[config.mk]
export PLATFORM = sky130hd
export DESIGN_NAME = i2c_burst_master
export DESIGN_NICKNAME = d
export VERILOG_FILES = /design/src/rtl/i2cm_pkg.sv /design/src/rtl/i2cm_clkgen.sv /design/src/rtl/i2cm_phy.sv /design/src/rtl/i2cm_seq.sv /design/src/rtl/i2c_burst_master.sv
export SDC_FILE = /design/constraint.sdc
export NUM_CORES = 1
export LEC_CHECK = 0
export ABC_AREA = 1
export CAP_MARGIN = 20
export CELL_PAD_IN_SITES_DETAIL_PLACEMENT = 1
export CELL_PAD_IN_SITES_GLOBAL_PLACEMENT = 1
export CORE_AREA = 10 10 139 116
export CTS_CLUSTER_SIZE = 20
export DETAILED_ROUTE_END_ITERATION = 7
export DIE_AREA = 0 0 149 126
export DONT_BUFFER_PORTS = 1
export PLACE_DENSITY = 0.78
export SLEW_MARGIN = 20
export SYNTH_ARGS = -nofsm -noshare
export SYNTH_HDL_FRONTEND = slang
export SYNTH_HIERARCHICAL = 1
export SYNTH_SLANG_ARGS = --single-unit
[constraint.sdc]
create_clock -name clk -period 2.09 [get_ports clk]
set_input_delay 0.3135 -clock clk [delete_from_list [all_inputs] [get_ports clk]]
set_output_delay 0.3135 -clock clk [all_outputs]
set_load 0.01 [all_outputs]
[src/rtl/i2cm_pkg.sv]
package i2cm_pkg;
  typedef enum logic [1:0] {
    PH_START = 2'd0,
    PH_STOP  = 2'd1,
    PH_WBYTE = 2'd2,
    PH_RBYTE = 2'd3
  } phy_op_e;

  typedef enum logic [2:0] {
    ST_IDLE    = 3'd0,
    ST_START   = 3'd1,
    ST_DEV     = 3'd2,
    ST_MEM     = 3'd3,
    ST_RESTART = 3'd4,
    ST_DEVR    = 3'd5,
    ST_DATA    = 3'd6,
    ST_STOP    = 3'd7
  } seq_state_e;

  localparam int BYTE_BITS = 8;
endpackage

[src/rtl/i2cm_clkgen.sv]
module i2cm_clkgen #(
  parameter int DIV_W = 16
) (
  input  logic             clk,
  input  logic             rst_n,
  input  logic             run,
  input  logic [DIV_W-1:0] div,
  output logic             tick
);
  localparam int QSHIFT = 2;  // four quarter phases per SCL period

  logic [DIV_W-1:0] quarter;
  logic [DIV_W-1:0] limit;
  logic [DIV_W-1:0] cnt;

  assign quarter = div >> QSHIFT;
  assign limit   = (quarter == '0) ? '0 : quarter - DIV_W'(1);
  assign tick    = run && (cnt == limit);

  always_ff @(posedge clk or negedge rst_n) begin
    if (!rst_n) begin
      cnt <= '0;
    end else if (!run || tick) begin
      cnt <= '0;
    end else begin
      cnt <= cnt + DIV_W'(1);
    end
  end

  // ticks are spaced by the quarter length; a tick never repeats back to back unless quarter is one
  p_tick_gap_r10: assert property (@(posedge clk) disable iff (!rst_n)
    (tick && (quarter > DIV_W'(1))) |=> !tick);
endmodule

[src/rtl/i2cm_phy.sv]
module i2cm_phy
  import i2cm_pkg::*;
(
  input  logic       clk,
  input  logic       rst_n,
  input  logic       tick,
  input  logic       cmd_valid,
  input  phy_op_e    cmd_op,
  input  logic [7:0] cmd_byte,
  input  logic       cmd_nack,
  input  logic       sda_in,
  output logic       active,
  output logic       done,
  output logic [7:0] rx_byte,
  output logic       rx_nack,
  output logic       scl_oe,
  output logic       sda_oe
);
  localparam logic [3:0] ACK_SLOT = 4'(BYTE_BITS);

  phy_op_e    op;
  logic [1:0] step;
  logic [3:0] bitn;
  logic [7:0] sh;
  logic       nack_q;
  logic       is_byte;

  assign is_byte = (op == PH_WBYTE) || (op == PH_RBYTE);
  assign rx_byte = sh;

  always_ff @(posedge clk or negedge rst_n) begin
    if (!rst_n) begin
      active  <= 1'b0;
      done    <= 1'b0;
      op      <= PH_START;
      step    <= 2'd0;
      bitn    <= 4'd0;
      sh      <= 8'd0;
      nack_q  <= 1'b0;
      rx_nack <= 1'b0;
      scl_oe  <= 1'b0;
      sda_oe  <= 1'b0;
    end else begin
      done <= 1'b0;
      if (!active) begin
        if (cmd_valid) begin
          active <= 1'b1;
          op     <= cmd_op;
          sh     <= cmd_byte;
          nack_q <= cmd_nack;
          step   <= 2'd0;
          bitn   <= 4'd0;
        end
      end else if (tick) begin
        step <= step + 2'd1;
        if (op == PH_START) begin
          case (step)
            2'd0: sda_oe <= 1'b0;
            2'd1: scl_oe <= 1'b0;
            2'd2: sda_oe <= 1'b1;
            default: begin
              scl_oe <= 1'b1;
              active <= 1'b0;
              done   <= 1'b1;
            end
          endcase
        end else if (op == PH_STOP) begin
          case (step)
            2'd0: begin
              scl_oe <= 1'b1;
              sda_oe <= 1'b1;
            end
            2'd1: scl_oe <= 1'b0;
            2'd2: sda_oe <= 1'b0;
            default: begin
              active <= 1'b0;
              done   <= 1'b1;
            end
          endcase
        end else begin
          case (step)
            2'd0: begin
              scl_oe <= 1'b1;
              if (bitn == ACK_SLOT) begin
                sda_oe <= (op == PH_RBYTE) && !nack_q;
              end else begin
                sda_oe <= (op == PH_WBYTE) && !sh[7];
              end
            end
            2'd1: scl_oe <= 1'b0;
            2'd2: begin
              if (bitn == ACK_SLOT) begin
                rx_nack <= sda_in;
              end else begin
                sh <= {sh[6:0], sda_in};
              end
            end
            default: begin
              scl_oe <= 1'b1;
              if (bitn == ACK_SLOT) begin
                active <= 1'b0;
                done   <= 1'b1;
              end else begin
                bitn <= bitn + 4'd1;
              end
            end
          endcase
        end
      end
    end
  end

  // inside a byte, SDA holds while SCL is released
  p_sda_hold_r12: assert property (@(posedge clk) disable iff (!rst_n)
    (active && is_byte && !scl_oe && !$past(scl_oe)) |-> $stable(sda_oe));
endmodule

[src/rtl/i2cm_seq.sv]
module i2cm_seq
  import i2cm_pkg::*;
#(
  parameter int CNT_W = 8
) (
  input  logic             clk,
  input  logic             rst_n,
  input  logic             start,
  input  logic             start_rd,
  input  logic [7:0]       dev_addr,
  input  logic [7:0]       mem_addr,
  input  logic             skip_mem,
  input  logic [CNT_W-1:0] byte_cnt,
  input  logic             wr_valid,
  output logic             wr_ready,
  input  logic [7:0]       wr_data,
  output logic             rx_valid,
  input  logic             rx_ready,
  output logic [7:0]       rx_data,
  output logic             busy,
  output logic             ack_err,
  output logic             cmd_valid,
  output phy_op_e          cmd_op,
  output logic [7:0]       cmd_byte,
  output logic             cmd_nack,
  input  logic             phy_done,
  input  logic [7:0]       phy_rx_byte,
  input  logic             phy_rx_nack
);
  localparam int LD_W = CNT_W + 1;

  seq_state_e       state;
  logic             pending;
  logic             is_rd;
  logic             skip_q;
  logic [6:0]       addr_q;
  logic [7:0]       mem_q;
  logic [7:0]       tx_buf;
  logic             tx_full;
  logic [CNT_W-1:0] rem;
  logic [LD_W-1:0]  load_left;
  logic             launch;

  assign launch   = start && (state == ST_IDLE) && !dev_addr[7];
  assign busy     = (state != ST_IDLE);
  assign wr_ready = busy && (state != ST_STOP) && !is_rd && !tx_full && (load_left != '0);

  always_comb begin
    cmd_valid = 1'b0;
    cmd_op    = PH_START;
    cmd_byte  = 8'd0;
    cmd_nack  = 1'b0;
    if (!pending) begin
      unique case (state)
        ST_START, ST_RESTART: cmd_valid = 1'b1;
        ST_DEV: begin
          cmd_valid = 1'b1;
          cmd_op    = PH_WBYTE;
          cmd_byte  = {addr_q, is_rd & skip_q};
        end
        ST_MEM: begin
          cmd_valid = 1'b1;
          cmd_op    = PH_WBYTE;
          cmd_byte  = mem_q;
        end
        ST_DEVR: begin
          cmd_valid = 1'b1;
          cmd_op    = PH_WBYTE;
          cmd_byte  = {addr_q, 1'b1};
        end
        ST_DATA: begin
          if (is_rd) begin
            cmd_valid = !rx_valid;
            cmd_op    = PH_RBYTE;
            cmd_nack  = (rem == '0);
          end else begin
            cmd_valid = tx_full;
            cmd_op    = PH_WBYTE;
            cmd_byte  = tx_buf;
          end
        end
        ST_STOP: begin
          cmd_valid = 1'b1;
          cmd_op    = PH_STOP;
        end
        default: cmd_valid = 1'b0;
      endcase
    end
  end

  always_ff @(posedge clk or negedge rst_n) begin
    if (!rst_n) begin
      state     <= ST_IDLE;
      pending   <= 1'b0;
      is_rd     <= 1'b0;
      skip_q    <= 1'b0;
      addr_q    <= 7'd0;
      mem_q     <= 8'd0;
      tx_buf    <= 8'd0;
      tx_full   <= 1'b0;
      rem       <= '0;
      load_left <= '0;
      rx_valid  <= 1'b0;
      rx_data   <= 8'd0;
      ack_err   <= 1'b0;
    end else if (launch) begin
      state     <= ST_START;
      pending   <= 1'b0;
      is_rd     <= start_rd;
      skip_q    <= skip_mem;
      addr_q    <= dev_addr[6:0];
      mem_q     <= mem_addr;
      tx_full   <= 1'b0;
      rem       <= byte_cnt;
      load_left <= {1'b0, byte_cnt} + LD_W'(1);
      ack_err   <= 1'b0;
    end else begin
      if (cmd_valid) pending <= 1'b1;
      if (wr_valid && wr_ready) begin
        tx_buf    <= wr_data;
        tx_full   <= 1'b1;
        load_left <= load_left - LD_W'(1);
      end
      if (cmd_valid && (state == ST_DATA) && !is_rd) tx_full <= 1'b0;
      if (rx_valid && rx_ready) rx_valid <= 1'b0;
      if (phy_done) begin
        pending <= 1'b0;
        unique case (state)
          ST_START: state <= ST_DEV;
          ST_DEV: begin
            if (phy_rx_nack) begin
              ack_err <= 1'b1;
              state   <= ST_STOP;
            end else begin
              state <= skip_q ? ST_DATA : ST_MEM;
            end
          end
          ST_MEM: begin
            if (phy_rx_nack) begin
              ack_err <= 1'b1;
              state   <= ST_STOP;
            end else begin
              state <= is_rd ? ST_RESTART : ST_DATA;
            end
          end
          ST_RESTART: state <= ST_DEVR;
          ST_DEVR: begin
            if (phy_rx_nack) begin
              ack_err <= 1'b1;
              state   <= ST_STOP;
            end else begin
              state <= ST_DATA;
            end
          end
          ST_DATA: begin
            if (is_rd) begin
              rx_valid <= 1'b1;
              rx_data  <= phy_rx_byte;
            end
            if (!is_rd && phy_rx_nack) begin
              ack_err <= 1'b1;
              state   <= ST_STOP;
            end else if (rem == '0) begin
              state <= ST_STOP;
            end else begin
              rem <= rem - CNT_W'(1);
            end
          end
          ST_STOP: state <= ST_IDLE;
          default: state <= ST_IDLE;
        endcase
      end
    end
  end

  // a launch with an out-of-range address leaves the block idle
  p_bad_addr_r1: assert property (@(posedge clk) disable iff (!rst_n)
    (start && !busy && dev_addr[7]) |=> !busy);

  // an accepted write byte closes the buffer on the next cycle
  p_tx_one_deep_r5: assert property (@(posedge clk) disable iff (!rst_n)
    (wr_valid && wr_ready) |=> !wr_ready);

  // a held received byte does not change or vanish
  p_rx_hold_r6: assert property (@(posedge clk) disable iff (!rst_n)
    (rx_valid && !rx_ready) |=> (rx_valid && $stable(rx_data)));

  // an acknowledge error appears only together with the closing STOP phase
  p_err_stop_r8: assert property (@(posedge clk) disable iff (!rst_n)
    $rose(ack_err) |-> (state == ST_STOP) && !wr_ready);
endmodule

[src/rtl/i2c_burst_master.sv]
module i2c_burst_master
  import i2cm_pkg::*;
#(
  parameter int DIV_W = 16,
  parameter int CNT_W = 8
) (
  input  logic             clk,
  input  logic             rst_n,
  input  logic             start,
  input  logic             start_rd,
  input  logic [7:0]       dev_addr,
  input  logic [7:0]       mem_addr,
  input  logic             skip_mem,
  input  logic [CNT_W-1:0] byte_cnt,
  input  logic [DIV_W-1:0] clk_div,
  input  logic             wr_valid,
  output logic             wr_ready,
  input  logic [7:0]       wr_data,
  output logic             rx_valid,
  input  logic             rx_ready,
  output logic [7:0]       rx_data,
  output logic             busy,
  output logic             ack_err,
  output logic             scl_oe,
  input  logic             sda_in,
  output logic             sda_oe
);
  logic       tick;
  logic       phy_active;
  logic       phy_done;
  logic [7:0] phy_rx_byte;
  logic       phy_rx_nack;
  logic       cmd_valid;
  phy_op_e    cmd_op;
  logic [7:0] cmd_byte;
  logic       cmd_nack;

  i2cm_clkgen #(.DIV_W(DIV_W)) u_clkgen (
    .clk   (clk),
    .rst_n (rst_n),
    .run   (phy_active),
    .div   (clk_div),
    .tick  (tick)
  );

  i2cm_seq #(.CNT_W(CNT_W)) u_seq (
    .clk         (clk),
    .rst_n       (rst_n),
    .start       (start),
    .start_rd    (start_rd),
    .dev_addr    (dev_addr),
    .mem_addr    (mem_addr),
    .skip_mem    (skip_mem),
    .byte_cnt    (byte_cnt),
    .wr_valid    (wr_valid),
    .wr_ready    (wr_ready),
    .wr_data     (wr_data),
    .rx_valid    (rx_valid),
    .rx_ready    (rx_ready),
    .rx_data     (rx_data),
    .busy        (busy),
    .ack_err     (ack_err),
    .cmd_valid   (cmd_valid),
    .cmd_op      (cmd_op),
    .cmd_byte    (cmd_byte),
    .cmd_nack    (cmd_nack),
    .phy_done    (phy_done),
    .phy_rx_byte (phy_rx_byte),
    .phy_rx_nack (phy_rx_nack)
  );

  i2cm_phy u_phy (
    .clk       (clk),
    .rst_n     (rst_n),
    .tick      (tick),
    .cmd_valid (cmd_valid),
    .cmd_op    (cmd_op),
    .cmd_byte  (cmd_byte),
    .cmd_nack  (cmd_nack),
    .sda_in    (sda_in),
    .active    (phy_active),
    .done      (phy_done),
    .rx_byte   (phy_rx_byte),
    .rx_nack   (phy_rx_nack),
    .scl_oe    (scl_oe),
    .sda_oe    (sda_oe)
  );

  // with no transfer running, both lines are released
  p_idle_release_r4: assert property (@(posedge clk) disable iff (!rst_n)
    !busy |-> (!scl_oe && !sda_oe));
endmodule

==> results.ini <==
[run_status]
status = finished, violations left
violations = hold timing, setup timing

[yosys]
synth.distinct_cells = 36
synth_seq_cells = 95
avgSynthCellArea_sq_um = 7.09
syn_nets = 935
synth.cell_area_sq_mm = 0.00615
yosysWarningCount = 6
netlist_instances = 867
seq_area_frac_synth = 0.386

[sta]
max_freq_mhz = 478
setup_viol = 2
skew_ps = 5.91
period_minus_slack_ps = 2090
fin_hold_ws_ps = -340
timing.final.crit_share = 1.00
slew_headroom = 0.659
worst_slew_pin_slew_ps = 511
hold_violations = 95
slew_violations = 0
fin_ws_ps = -2.38
rsz0062_at_grt = yes

[grt]
grt-ovfl-total = 0
grt_max_degree = 96
grt_usage = 0.190
grt_antenna_before_repair = 0
grt_pass1_vias = 5997
grt_pass1_wl_mm = 29.6

[final_layout]
layout_commonest_cell = nand2_1
diodes = 0
final_core_util = 0.516
drive_above_1_share = 0.133
final_cells = 1076
syn2layout_area_growth_pct = 11.7
fill_cells = 1742
layout_common_cells = nand2_1 (299), inv_1 (96), dfrtp_1 (95)
num-nets-final = 959

[clock_network]
insertion_delay_ps = 350
cts_root_buf = clkbuf_16
path_clk_slew_ps = 70
htreeDepth = 3
cts_setup_buffers = 0
cts_tree = built
cts_inserted_buffers = 9
clock_path_buffers = 2
clock-sinks = 95

[worst_setup_path]
cp-start-kind = primary input
reg2reg_to = u_phy/rx_byte[7]
crit_required_ps = 2320
endpoint_kind = flip-flop
r2r-start = u_seq/state[1]
rr_worst_depth = 11
crit_fanout = 19
crit_arrival_ps = 2320
regToRegSetupSlack_ps = 100
crit_type = primary input to flip-flop

[floorplanning]
start_util = 0.462
die_w_um = 149
row_count = 38
die_h_um = 126
core_area_sq_mm = 0.0133
pin_count = 70
dieArea_sq_mm = 0.0188

[routing]
drt_iter0_drc = 243
viasPerCell = 5.23
wl_per_cell_um = 16.4
drc = 0
drtAntennaViolNets = 0
route.vias.total = 5626
wl_mm = 17.6
first_pass_iters = 4

[place]
dp_hpwl_mm = 13.2
place.gp.congestion = 0.854
placedCellCount = 1059
numPortBuffers = 0

[min_path]
hold_class = primary input to async pin

[flow_run]
cap_violations = 0

[pwr]
p_total_w = 0.00694
leakage_nw = 3.45
pwr_density_cell_mw_per_mm2 = 1010
ir_drop_uv = 563

-- report_power, final --
part | switching [W] | leakage (nW) | internal, W
clock | 0.000739 | 0.136 | 0.000839
combinational | 0.00162 | 2.09 | 0.000982
sequential | 0.000451 | 1.23 | 0.00231
-- flip-flops by register name (all words and copies together) (netlist names), 2 cells and up --
signal	cells
u_phy/bitn	4
u_seq/rem	8
u_seq/load_left	9
u_seq/tx_buf	8
u_seq/addr_q	7
u_seq/state	3
u_phy/rx_byte	8
u_clkgen/cnt	16
u_seq/mem_q	8
u_phy/op	2
u_seq/rx_data	8
u_phy/step	2
-- timing repair --
item | 4_1_cts | 5_1_grt
cloned | 0 | 1
hold endpoints to repair | 95 | 95
resized for setup | 6 | 22
pin swaps | 1 | 1
endpoints found under the setup margin | 14 | 24
-- cell type report --
type	instances	area (sq um)	share of cell area
sequential	95	2380	0.346
clock buffer	11	243	0.0353
timing repair buffer	29	230	0.0335
tap	180	225	0.0328
multi-input combinational	650	3360	0.489
inverter	106	402	0.0585
clock inverter	5	31.3	0.00455
-- kinds of logic after synthesis --
group / after synthesis / share of synthesized area
AOI/OAI and AO/OA: 81 / 0.0761
muxes: 9 / 0.0165
and+or+nand+nor: 520 / 0.372
xor gates and xnor gates: 27 / 0.0384
buffers and inverters: 123 / 0.0860
DFF: 95 / 0.386
adders and majority gates: 12 / 0.0244
-- worst max-delay path by stage --
stage               slack, ps               end       start  cells after the start
global route             -170     u_phy/bitn[2]  clk_div[2]                     19
finish                     -2     u_phy/bitn[0]  clk_div[2]                     18
floorplan                -150  u_phy/rx_byte[4]  clk_div[2]                     22
detailed placement       -550     u_phy/bitn[2]  clk_div[2]                     19
global placement         -290      u_phy/active  clk_div[2]                     16
CTS                       -10     u_phy/bitn[2]  clk_div[2]                     19
-- cell usage after synthesis, drive strengths merged --
| cell type | instances | area [sq um] |
|---|---|---|
| a21boi | 1 | 7.51 |
| a21oi | 13 | 65.1 |
| nor4 | 1 | 6.26 |
| ha | 12 | 150 |
| o21bai | 4 | 30.0 |
| and2 | 1 | 6.26 |
| xnor2 | 7 | 61.3 |
| buf | 14 | 120 |
| inv | 106 | 398 |
| nand3b | 5 | 37.5 |
| a31oi | 7 | 43.8 |
| clkbuf | 3 | 11.3 |
| nand4 | 18 | 128 |
| nor2 | 102 | 440 |
| xor2 | 20 | 175 |
| dfrtp | 95 | 2380 |
| o21ai | 56 | 322 |
| mux2 | 9 | 101 |
| nand2 | 313 | 1220 |
| nor3 | 5 | 30.0 |
| nand3 | 75 | 415 |
-- through the flow --
step                worst slack, ps  area [sq um]  TNS, ps
floorplan                      -146          6180    -1680
global placement               -295          6500    -4620
detailed placement             -545          6500    -9080
CTS                           -12.5          6800    -20.6
global route                   -167          6870    -2150
finish                        -2.38          6870    -3.18
-- layer usage --
metal	vias to the layer above	share of wire	global-route usage
met5	-	0	0
li1	2789	-	-
met3	18	0.049	0.0505
met4	0	0.012	0.0392
met1	2718	0.47	0.242
met2	101	0.47	0.315
-- critical path, stage by stage --
cell and delay (ps):
clkinvlp_4 100, ha_4 190, nand2_4 120, nor2_4 70
nand2_8 130, nand2_1 90, nand2_1 110, nand3_1 110
nor2_1 100, nand2_1 60, nor2_1 80, nand3_1 120
nor2_2 150, nand2_4 100, nor2_4 150, nand3_4 130
nand3_1 120, o21ai_1 80
No activity file was read; power rests on OpenSTA's default activity.
